[config.mk]
export PLATFORM = sky130hd
export DESIGN_NAME = sctr_top
export DESIGN_NICKNAME = d
export VERILOG_FILES = /design/src/rtl/sctr_pkg.sv /design/src/rtl/sctr_ctrl.sv /design/src/rtl/sctr_datapath.sv /design/src/rtl/sctr_top.sv
export SDC_FILE = /design/constraint.sdc
export NUM_CORES = 1
export LEC_CHECK = 0
export BUFFER_PORTS_ARGS = -buffer_cell sky130_fd_sc_hd__buf_2
export CORE_ASPECT_RATIO = 2
export CORE_UTILIZATION = 56
export CTS_CLUSTER_DIAMETER = 150
export DETAILED_ROUTE_END_ITERATION = 10
export PLACE_DENSITY = 0.85
export SYNTH_ARGS = -nofsm -noshare
export SYNTH_HDL_FRONTEND = slang
export SYNTH_SLANG_ARGS = --single-unit
export TNS_END_PERCENT = 30
[constraint.sdc]
create_clock -name clk -period 3.2 [get_ports clk]
set_input_delay 0.16 -clock clk [delete_from_list [all_inputs] [get_ports clk]]
set_output_delay 0.16 -clock clk [all_outputs]
set_load 0.05 [all_outputs]
[src/rtl/sctr_pkg.sv]
package sctr_pkg;

  typedef enum logic [1:0] {
    SZ_BYTE = 2'b00,
    SZ_HALF = 2'b01,
    SZ_WORD = 2'b10,
    SZ_WIDE = 2'b11
  } accSize_e;

  typedef enum logic [1:0] {
    SRC_ZERO  = 2'b00,
    SRC_REV   = 2'b01,
    SRC_COUNT = 2'b10
  } regSrc_e;

  typedef struct packed {
    logic    rdEn;
    regSrc_e src;
    logic    halfLow;
    logic    halfHigh;
  } dpStrobes_t;

endpackage

[src/rtl/sctr_ctrl.sv]
module sctr_ctrl
  import sctr_pkg::*;
#(
  parameter int ADDR_W = 8,
  parameter logic [ADDR_W-1:0] REV_OFS = '0,
  parameter logic [ADDR_W-1:0] CNT_OFS = ADDR_W'(16)
) (
  input  logic              clk,
  input  logic              rstN,
  input  logic              busSel,
  input  logic              busWrite,
  input  logic [ADDR_W-1:0] busAddr,
  input  logic [1:0]        busSize,
  output dpStrobes_t        strb,
  output logic              rdValid,
  output logic              errPulse,
  output logic              errWidth
);

  logic     isRead;
  logic     isWrite;
  logic     hitRev;
  logic     hitCnt;
  logic     badWidth;
  logic     badReg;
  accSize_e sizeCode;
  regSrc_e  wordSrc;

  assign isRead   = busSel && !busWrite;
  assign isWrite  = busSel && busWrite;
  assign hitRev   = (busAddr == REV_OFS);
  assign hitCnt   = (busAddr == CNT_OFS);
  assign sizeCode = accSize_e'(busSize);

  // full-word source selected by exact offset match
  always_comb begin
    if (hitRev)      wordSrc = SRC_REV;
    else if (hitCnt) wordSrc = SRC_COUNT;
    else             wordSrc = SRC_ZERO;
  end

  always_comb begin
    strb     = '0;
    badWidth = 1'b0;
    badReg   = 1'b0;
    if (isRead) begin
      strb.rdEn = 1'b1;
      unique case (sizeCode)
        SZ_WORD: begin
          strb.src = wordSrc;
          badReg   = (wordSrc == SRC_ZERO);
        end
        SZ_HALF: begin
          if (busAddr[1]) begin
            strb.halfHigh = 1'b1;
          end else begin
            strb.halfLow = 1'b1;
            strb.src     = wordSrc;
            badReg       = (wordSrc == SRC_ZERO);
          end
        end
        default: badWidth = 1'b1;
      endcase
    end
  end

  always_ff @(posedge clk) begin
    if (!rstN) begin
      rdValid  <= 1'b0;
      errPulse <= 1'b0;
      errWidth <= 1'b0;
    end else begin
      rdValid  <= isRead;
      errPulse <= badWidth || badReg || isWrite;
      errWidth <= badWidth;
    end
  end

endmodule

[src/rtl/sctr_datapath.sv]
module sctr_datapath
  import sctr_pkg::*;
#(
  parameter int          CNT_W       = 32,
  parameter int          SYNC_STAGES = 2,
  parameter logic [31:0] REV_ID      = 32'h21
) (
  input  logic             clk,
  input  logic             rstN,
  input  logic             tickIn,
  input  dpStrobes_t       strb,
  output logic [31:0]      rdData,
  output logic [CNT_W-1:0] countVal,
  output logic [15:0]      holdVal
);

  localparam int SYNC_MSB = SYNC_STAGES - 1;

  logic [SYNC_STAGES-1:0] syncChain;
  logic                   tickPrev;
  logic                   tickEdge;
  logic [31:0]            selVal;

  // reference synchronizer, depth chosen by parameter
  generate
    if (SYNC_STAGES < 2) begin : g_bad_depth
      initial $error("SYNC_STAGES must be at least 2");
    end
  endgenerate

  always_ff @(posedge clk) begin
    if (!rstN) begin
      syncChain <= '0;
      tickPrev  <= 1'b0;
    end else begin
      syncChain <= {syncChain[SYNC_MSB-1:0], tickIn};
      tickPrev  <= syncChain[SYNC_MSB];
    end
  end

  assign tickEdge = syncChain[SYNC_MSB] && !tickPrev;

  // free-running counter, natural wrap
  always_ff @(posedge clk) begin
    if (!rstN)         countVal <= '0;
    else if (tickEdge) countVal <= countVal + 1'b1;
  end

  always_comb begin
    unique case (strb.src)
      SRC_REV:   selVal = REV_ID;
      SRC_COUNT: selVal = 32'(countVal);
      default:   selVal = '0;
    endcase
  end

  // read data register and halfword holding register
  always_ff @(posedge clk) begin
    if (!rstN) begin
      rdData  <= '0;
      holdVal <= '0;
    end else begin
      rdData <= '0;
      if (strb.rdEn) begin
        if (strb.halfHigh) begin
          rdData <= {16'h0, holdVal};
        end else if (strb.halfLow) begin
          rdData  <= {16'h0, selVal[15:0]};
          holdVal <= selVal[31:16];
        end else begin
          rdData <= selVal;
        end
      end
    end
  end

endmodule

[src/rtl/sctr_top.sv]
module sctr_top
  import sctr_pkg::*;
#(
  parameter int          ADDR_W      = 8,
  parameter int          CNT_W       = 32,
  parameter int          SYNC_STAGES = 2,
  parameter logic [31:0] REV_ID      = 32'h21
) (
  input  logic              clk,
  input  logic              rstN,
  input  logic              tickIn,
  input  logic              busSel,
  input  logic              busWrite,
  input  logic [ADDR_W-1:0] busAddr,
  input  logic [1:0]        busSize,
  output logic [31:0]       rdData,
  output logic              rdValid,
  output logic              errPulse,
  output logic              errWidth
);

  localparam logic [ADDR_W-1:0] REV_OFS = ADDR_W'(0);
  localparam logic [ADDR_W-1:0] CNT_OFS = ADDR_W'(16);

  dpStrobes_t       strb;
  logic [CNT_W-1:0] countVal;
  logic [15:0]      holdVal;

  sctr_ctrl #(
    .ADDR_W (ADDR_W),
    .REV_OFS(REV_OFS),
    .CNT_OFS(CNT_OFS)
  ) u_ctrl (
    .clk     (clk),
    .rstN    (rstN),
    .busSel  (busSel),
    .busWrite(busWrite),
    .busAddr (busAddr),
    .busSize (busSize),
    .strb    (strb),
    .rdValid (rdValid),
    .errPulse(errPulse),
    .errWidth(errWidth)
  );

  sctr_datapath #(
    .CNT_W      (CNT_W),
    .SYNC_STAGES(SYNC_STAGES),
    .REV_ID     (REV_ID)
  ) u_dp (
    .clk     (clk),
    .rstN    (rstN),
    .tickIn  (tickIn),
    .strb    (strb),
    .rdData  (rdData),
    .countVal(countVal),
    .holdVal (holdVal)
  );

endmodule

== Word-level counts from Yosys, hierarchy flattened ==
Index checks and enable logic that the tools add are counted.
Storage, ports and cells
  register bits: 86
  input port bits: 15
  output and inout port bits: 35
Cells by class
  add/sub/neg operators: 1
  equality and inequality tests: 5
  mux-type cells: 14
  bitwise logic cells: 3
  reductions and logical operators: 13
Operators with widths (number)
  $pmux 32 s2: 1
  $add 32x1->32 const B: 1
  $mux 16: 1
  $eq 8x5->1 const B: 1
  $logic_not 8->1: 1
  $mux 2: 3
  $mux 1: 5
  $mux 5: 1
  $eq 2x1->1 const B: 2
  $eq 2x2->1 const B: 2
  $pmux 2 s2: 1
  $reduce_or 4->1: 1
  $logic_and 1x1->1: 3
  $mux 3: 1
  $not 1->1: 3
  $reduce_and 3->1: 1
  $logic_not 1->1: 2
  $logic_not 2->1: 1
  $logic_or 1x1->1: 2
  $pmux 1 s2: 1
  $reduce_and 2->1: 1
  $reduce_or 2->1: 1

== Longest topological paths before layout ==
Gate-level depths: netlist (run 1).
  depth in word-level cells: 9
  gate-level depth with buffers: 11
  depth with buffers taken out: 10

== Modules after synthesis ==
Synthesis (run 1) repeated with hierarchy kept, for this count alone.
Unflattened totals
  cells, all modules: 402
  area total of the unflattened synthesis: 3467.1 sq um
Modules (own cells, without submodules)
  sctr_datapath: instances 1, cells an instance 378, area each 3250.6 sq um, sequential area each 1661.6 sq um
  sctr_ctrl: instances 1, cells an instance 24, area each 216.5 sq um, sequential area each 60.1 sq um

== Worst setup path after synthesis (run 1) ==
Ideal clock, no wire load.
  path type: input -> register
  start point: in busAddr[0]
  end point: reg u_dp.rdData[21]
  setup time: 0.059 ns
  arrival: 2.482 ns
  data required time: 3.141 ns
  slack: 0.659 ns
  cell stages on the path: 9
  path buffers: 2
  cell sequence: or4_1 -> or4_1 -> nor3_1 -> and2_1 -> ha_1 -> clkbuf_1 -> nor3b_1 -> clkbuf_1 -> and2_1
Between the ends
  longest elaborated chain between the ends: 8
  elaborated cells between the ends (all ways): 10
  those cells by class: eq/ne (3); mux (6); reduce/logical (1)
RTL lines
  start: declaration: line sctr_top.sv:14  | input logic [ADDR_W-1:0] busAddr,
  $eq 8x5->1: line sctr_ctrl.sv:32  | assign hitCnt = (busAddr == CNT_OFS);
  $mux 2: line sctr_ctrl.sv:38  | else if (hitCnt) wordSrc = SRC_COUNT;
  $mux 2 *: line sctr_ctrl.sv:37  | if (hitRev) wordSrc = SRC_REV;
  $mux 3: line sctr_ctrl.sv:54  | if (busAddr[1]) begin
  $pmux 2 s2 *: line sctr_ctrl.sv:48  | unique case (sizeCode)
  $mux 5 *: line sctr_ctrl.sv:46  | if (isRead) begin
  $eq 2x2->1 or $eq 2x1->1 (tied branches): line sctr_datapath.sv:50  | unique case (strb.src)
  $pmux 32 s2 *: line sctr_datapath.sv:50
  end signal: assignment: line sctr_datapath.sv:66  | rdData <= {16'h0, holdVal};
  end signal: assignment: line sctr_datapath.sv:68  | rdData <= {16'h0, selVal[15:0]};
  end signal: assignment: line sctr_datapath.sv:71  | rdData <= selVal;
  end: declaration: line sctr_datapath.sv:12  | output logic [31:0] rdData,
Mark *: on every way between the ends. The rest lies on a longest branch, timed or not.
A chain may end at the register's enable or synchronous reset.

== Final worst setup path (run 1) ==
  start point: in busAddr[0]
  end point: reg u_dp.rdData[22]
The elaborated chain is that of the path after synthesis.

==> results of run 1 <==
-- state kept, by name, summed over array words and instances (netlist names) --
signal and count:
u_dp.countVal 32, u_dp.holdVal 16, u_dp.tickPrev 1, u_dp.syncChain 2, u_ctrl.rdValid 1, u_ctrl.errWidth 1, u_ctrl.errPulse 1, u_dp.rdData 32
-- through the flow --
| step | hold WS, ns | util | cells | area [um2] | power (W) |
|---|---|---|---|---|---|
| after global routing | 0.0532 | 0.670 | 502 | 4020 | 0.00226 |
| after CTS | 0.0171 | 0.670 | 502 | 4020 | 0.00221 |
| after floorplan | 0.276 | - | 394 | 3460 | 0.00114 |
| after detailed placement | 0.371 | 0.618 | 486 | 3710 | 0.00116 |
| after global placement | 0.368 | 0.618 | 486 | 3710 | 0.00115 |
| final | 0.0199 | 0.670 | 502 | 4020 | 0.00221 |
-- path summary, 6_finish.rpt --
path	start	endpoint	slack, ns	depth (start not counted)
min reg2reg	u_dp.syncChain[0]	u_dp.syncChain[1]	0.44	1
min	tickIn	u_dp.syncChain[0]	0.02	2
max reg2reg	u_dp.countVal[16]	u_dp.countVal[31]	0.88	4
max	busAddr[0]	u_dp.rdData[22]	0.54	9
-- where the power goes --
group	switching, W	internal (W)	total [W]
clock network	0.000405	0.000670	0.00108
registers	0.00000348	0.00107	0.00108
logic	0.0000385	0.0000157	0.0000542
-- placed cells by master (no fill, tap or decap), types with 3 or more instances in the layout --
cell type   n
a21oi_1    46
and2_1     21
and4_1      3
buf_2      49
clkbuf_16   9
clkbuf_8    3
dfxtp_1    86
ha_1        5
inv_1      11
mux2i_1     8
nand2_1    50
nand2b_1    7
nand3_1    38
nand4_1    11
nor2_1     15
nor2b_1     3
nor3_1      8
nor4_1      7
o21ai_0     3
o31ai_1     9
or4_1       9
xnor2_1     4
xor2_1      7
-- cells by family after synthesis --
group                    Yosys count
XOR/XNOR                          11
flip-flops                        86
AO/OA/AOI/OAI                     63
multiplexers                       8
AND/OR/NAND/NOR                  188
adder cells (fa/ha/maj)            5
buffers and inverters             33
-- critical path, delay by kind of cell --
kind / cells / cell delay [ns]
adders and majority gates: 1 / 0.66
buffers and inverters: 2 / 0.33
and+or+nand+nor: 6 / 1.80
-- layer usage --
layer  vias up  global-route usage  wire length [um]
li1       1464                   -                 -
met3        42              0.0651               523
met1      1481               0.308              3260
met5         -                   0                 0
met4         0               0.226               509
met2       150               0.491              4570
-- layout make-up --
class,instances,area [um2]
fill,484,1980
sequential,86,1720
multi-input combinational,275,1610
clock buffer,14,274
timing repair buffer,51,260
tap,63,78.8
inverter,11,41.3
clock inverter,2,38.8
==> key figures, run 1 <==
Global routing
  • Largest net degree at the start of global routing: 40
  • Gr ovfl total: 0
  • First-pass GRT wire length: 14300 um
  • Vias in the first global route: 3003
  • GRT Total Usage: 0.293
  • Initial antenna violation count: 0

STA
  • Slew @ Worst Pin: 1.26 ns
  • Final setup fails: 0
  • Min cycle time layout: 2.66 ns
  • Hold violation count in the final report: 0
  • Pins over their slew limit: 0
  • Worst relative slew slack: 0.161
  • Post-Route Skew: 0.00656 ns
  • Setup TNS: 0 ns
  • RSZ-0062 raised after global routing: no
  • Fmax: 376 MHz
  • Final WS setup: 0.537 ns
  • Post-route clock period utilization: 0.832

Setup path
  • Slowest stage cell, crit path: ha_1
  • CP endpoint kind: flop
  • Crit-path max cell delay: 0.66 ns
  • CP required: 3.49 ns
  • Worst Setup Start Kind: input pin
  • CP max FO: 22
  • Worst-path cell chain: buf_2 > or4_1 > or4_1 > nor3_1 > and2_1 > ha_1 > nor3b_1 > buf_4 > and2_1
  • Crit Path Class: input pin to flop
  • CP arrival: 2.95 ns

Logic synthesis
  • Post-Syn Instances: 394
  • Adder-cell area share of the yosys netlist: 0.0181
  • Main combinational cell family by area after synthesis: simple AND/OR/NAND/NOR gates
  • Sequential element share of the synthesized area: 0.497
  • EDFF count, synth: 0
  • Async S/R FF share, synth: 0
  • Area contributors post-synth: dfxtp_1 50%, a21oi_1 6.6%, nand3_1 5.5%
  • Syn nets: 414
  • Simple logic cell fraction of the synthesized area: 0.293
  • Seq cells post-synth: 86
  • Synthesized area: 3460 um2
  • Area fraction in compound gates after synthesis: 0.102
  • Biggest area consumer among synthesized cells: dfxtp_1
  • XOR/XNOR Fraction of Synth Area: 0.0278
  • Top-count cell post-synth: dfxtp_1
  • Syn Area/Cell: 8.79 um2
  • Synth cell types: 38
  • Yosys warnings: 0
  • Top post-synthesis cells by count: 86 x dfxtp_1, 50 x nand2_1, 46 x a21oi_1, 38 x nand3_1, 21 x and2_1
  • Top-area cell type share of the netlist area: 0.497
  • Mux contribution to synthesized area: 0.0231
  • Top_reg_cell synth: dfxtp_1

Clock tree
  • Clock Tree Root: clkbuf_16
  • # clock sinks: 86
  • Max Buffers Root-to-Sink: 2
  • Post-CTS sizing: 0
  • H-tree levels: 3
  • CTS Buf Count: 9
  • Worst-path clk slew: 0.06 ns
  • Worst-Skew Late Latency: 0.35 ns
  • Post-CTS Setup Inserts: 0
  • CTS tree: yes
  • Cts hold-fix bufs: 0

Placement
  • Buffers added on ports: 49
  • RePlAce Congestion: 0.963
  • Setup WS pre-CTS: 0.276 ns
  • DP Wirelength: 5990 um

Detailed routing
  • Vias: 3137
  • Iter 0 DRT Violations: 138
  • Residual DRC count: 4
  • TritonRoute pass-1 iters: 7
  • DRT antenna net count: 0
  • Routed WL: 8870 um
  • WL/cell: 17.7 um
  • Via density: 6.25

Final layout
  • Synth-to-Final Area Change: 16.2%
  • NumNets Final: 454
  • Diode count: 0
  • Share of cells above drive strength 1: 0.162

Flow run
  • Max cap viols: 0

Pwr
  • Power Density: 549 nW/um2
  • LEAKAGE: 1.49 nW
  • VDD IR max: 0.368 mV

Status
  • Failing checks: DRC
  • Status: finished with violations

Floorplanning
  • Total Die Area: 6520 um2
  • Die Width: 57.6 um
  • Ports: 50
  • # rows: 40
  • Core area: 6010 um2
  • Die H: 113 um
  • Starting Density: 0.576

Worst hold path
  • Worst min-delay path class: input pin to flop
(Power assumes the default switching activity.)
==> run 2: changes to the inputs <==
--- a/config.mk
+++ b/config.mk
@@ -5,12 +5,13 @@
 export SDC_FILE = /design/constraint.sdc
 export NUM_CORES = 1
 export LEC_CHECK = 0
+export ABC_AREA = 1
 export BUFFER_PORTS_ARGS = -buffer_cell sky130_fd_sc_hd__buf_2
 export CORE_ASPECT_RATIO = 2
-export CORE_UTILIZATION = 56
+export CORE_UTILIZATION = 51
 export CTS_CLUSTER_DIAMETER = 150
 export DETAILED_ROUTE_END_ITERATION = 10
-export PLACE_DENSITY = 0.85
+export PLACE_DENSITY = 0.82
 export SYNTH_ARGS = -nofsm -noshare
 export SYNTH_HDL_FRONTEND = slang
 export SYNTH_SLANG_ARGS = --single-unit
==> constraint.sdc (replaced) <==
create_clock -name clk -period 2.4 [get_ports clk]
set_input_delay 0.12 -clock clk [delete_from_list [all_inputs] [get_ports clk]]
set_output_delay 0.12 -clock clk [all_outputs]
set_load 0.05 [all_outputs]
==> run 2 against run 1 <==
  * Synthesized cell count grew 28%
  * Sequential power grew 34%
  * Utilization shrank 4.8 points
  * First-iteration DRC count grew 110%
  * Count of clock-buffer cells in the layout shrank 4
  * Global-route usage grew 0.20 points
  * Cell count grew 29%
  * Clock skew shrank 0.0014 ns
  * Synthesized area grew 6.0%
  * Die area grew 16%
  * The run now ends clean
==> key figures, run 2 <==
Setup path
  • RR Startpoint: u_dp.countVal[1]
  • Worst-path cell chain: ha_1 > nand3_1 > nor2_4 > nand2_1 > nor2_1 > nand4_1 > nand2_1 > nor2_1
  • Slowest stage cell, crit path: dfxtp_1
  • CP endpoint kind: flop
  • CP top delay family: simple AND/OR/NAND/NOR gates
  • CP arrival: 2.05 ns
  • CP bufs+invs: 0
  • CP max FO: 6
  • Crit-path max cell delay: 0.46 ns
  • CP startpoint: u_dp.countVal[1]
  • CP required: 2.63 ns
  • Crit Path Class: flop to flop
  • Worst Setup Start Kind: flop

Logic synthesis
  • Post-Syn Instances: 503
  • Syn nets: 523
  • Top_reg_cell synth: dfxtp_1
  • Synthesized area: 3670 um2
  • Synth cell types: 26
  • Sequential element share of the synthesized area: 0.469
  • Mux contribution to synthesized area: 0
  • Main combinational cell family by area after synthesis: simple AND/OR/NAND/NOR gates
  • Top post-synthesis cells by count: 102 x nor2_1, 86 x dfxtp_1, 84 x nand2_1, 56 x inv_1, 38 x a21oi_1
  • Async S/R FF share, synth: 0
  • Seq cells post-synth: 86
  • EDFF count, synth: 0
  • Simple logic cell fraction of the synthesized area: 0.307
  • Area contributors post-synth: dfxtp_1 47%, nor2_1 10%, nand2_1 8.6%
  • Yosys warnings: 0
  • Syn Area/Cell: 7.30 um2
  • Top-count cell post-synth: nor2_1
  • Biggest area consumer among synthesized cells: dfxtp_1
  • Area fraction in compound gates after synthesis: 0.121
  • XOR/XNOR Fraction of Synth Area: 0.00716
  • Top-area cell type share of the netlist area: 0.469
  • Adder-cell area share of the yosys netlist: 0.0170

Clock tree
  • Worst-path clk slew: 0.06 ns
  • CTS Buf Count: 9
  • CTS tree: yes
  • Max Buffers Root-to-Sink: 2
  • H-tree levels: 3
  • Post-CTS Setup Inserts: 0
  • Clock Tree Root: clkbuf_16
  • Post-CTS sizing: 0
  • # clock sinks: 86
  • Worst-Skew Late Latency: 0.34 ns

Placement
  • RePlAce Congestion: 0.945
  • Setup WS pre-CTS: 0.473 ns
  • Buffers added on ports: 49
  • DP Wirelength: 7270 um
  • Area post-placement: 3980 um2

Final layout
  • NumNets Final: 572
  • Commonest non-fill, non-tap cell in the layout: nor2_1
  • Diode count: 0
  • Share of cells above drive strength 1: 0.162
  • Synth-to-Final Area Change: 17.5%
  • Most frequent cells in the layout: 102 x nor2_1, 86 x dfxtp_1, 84 x nand2_1
  • Final Instance Area: 4310 um2
  • Biggest regs: u_dp.countVal x32, u_dp.rdData x32, u_dp.holdVal x16

STA
  • Fmax: 550 MHz
  • Min cycle time layout: 1.82 ns
  • RSZ-0062 raised after global routing: no
  • Hold violation count in the final report: 0
  • Post-Route Skew: 0.00513 ns
  • Final setup fails: 0
  • Pins over their slew limit: 0
  • Post-route clock period utilization: 0.758
  • Setup TNS: 0 ns
  • Final WS setup: 0.581 ns
  • Worst relative slew slack: 0.625
  • Slew @ Worst Pin: 0.558 ns

Detailed routing
  • Via density: 5.41
  • DRT antenna net count: 0
  • Iter 0 DRT Violations: 287
  • Routed WL: 10000 um
  • Residual DRC count: 0
  • WL/cell: 15.5 um
  • TritonRoute pass-1 iters: 5
  • Vias: 3503

Worst hold path
  • Hold Startpoint: busSel
  • Worst min-delay path class: input pin to flop

Floorplanning
  • Core area: 6940 um2
  • Die Width: 62.0 um
  • # rows: 43
  • Total Die Area: 7560 um2
  • Ports: 50
  • Die H: 122 um
  • Starting Density: 0.529

Pwr
  • LEAKAGE: 1.77 nW
  • VDD IR max: 0.519 mV
  • Power Density: 707 nW/um2

Global routing
  • GRT Total Usage: 0.295
  • Initial antenna violation count: 0
  • Largest net degree at the start of global routing: 35
  • Gr ovfl total: 0
  • First-pass GRT wire length: 15700 um
  • Vias in the first global route: 3212

Status
  • Status: finished clean

Flow run
  • Max cap viols: 0
[run 2: area by class of cell]
| cell class | instances | area [um2] |
|---|---|---|
| fillers | 605 | 2630 |
| flip-flops and latches | 86 | 1720 |
| multi-input cells | 343 | 1660 |
| repair buffers | 53 | 278 |
| clock buffers | 10 | 229 |
| inverters | 59 | 221 |
| well taps | 90 | 113 |
| clock inverters | 6 | 92.6 |
[run 2: stage by stage]
step,total power [W],instances,hold slack (ns),util
floorplan,0.00155,503,0.218,-
global placement,0.00158,630,0.306,0.574
detailed placement,0.00158,630,0.305,0.574
CTS,0.00306,647,0.0830,0.621
global route,0.00313,647,0.0978,0.621
finish,0.00305,647,0.0754,0.621
[run 2: report_power, final]
part           leakage, nW  internal [W]  switching (W)
Sequential           0.694       0.00144     0.00000649
Clock                0.150      0.000919       0.000575
Combinational        0.931     0.0000339      0.0000756
Total                 1.77       0.00239       0.000657
[run 2: kinds of logic (layout without fill, tap and decap cells)]
family | after synthesis | after routing
and+or+nand+nor | 252 | 252
DFF | 86 | 86
AOI/OAI and AO/OA | 83 | 83
buffers and inverters | 74 | 128
adders and majority gates | 5 | 5
xor gates and xnor gates | 3 | 3
[run 2: repair_timing]
item                       4_1_cts  5_1_grt
hold buffers                     1        0
hold endpoints to repair         1        0
setup endpoints to repair        0        0
[run 2: tightest hold or removal path, stage by stage]
cell	delay, ns
buf_2	0.10
o21ai_0	0.08
a21oi_1	0.07
[run 2: final timing paths]
path	endpoint	slack (ns)	cells after the start
worst min register to register	u_dp.syncChain[1]	0.42	2
worst max-delay path	u_dp.countVal[16]	0.58	8
worst max register to register	u_dp.countVal[16]	0.58	8
worst min-delay path	u_ctrl.errPulse	0.08	3
[run 2: per-layer routing]
metal,track usage,wire (um)
met4,0.250,781
met1,0.286,3390
met5,0,0
met2,0.477,5230
met3,0.0924,635
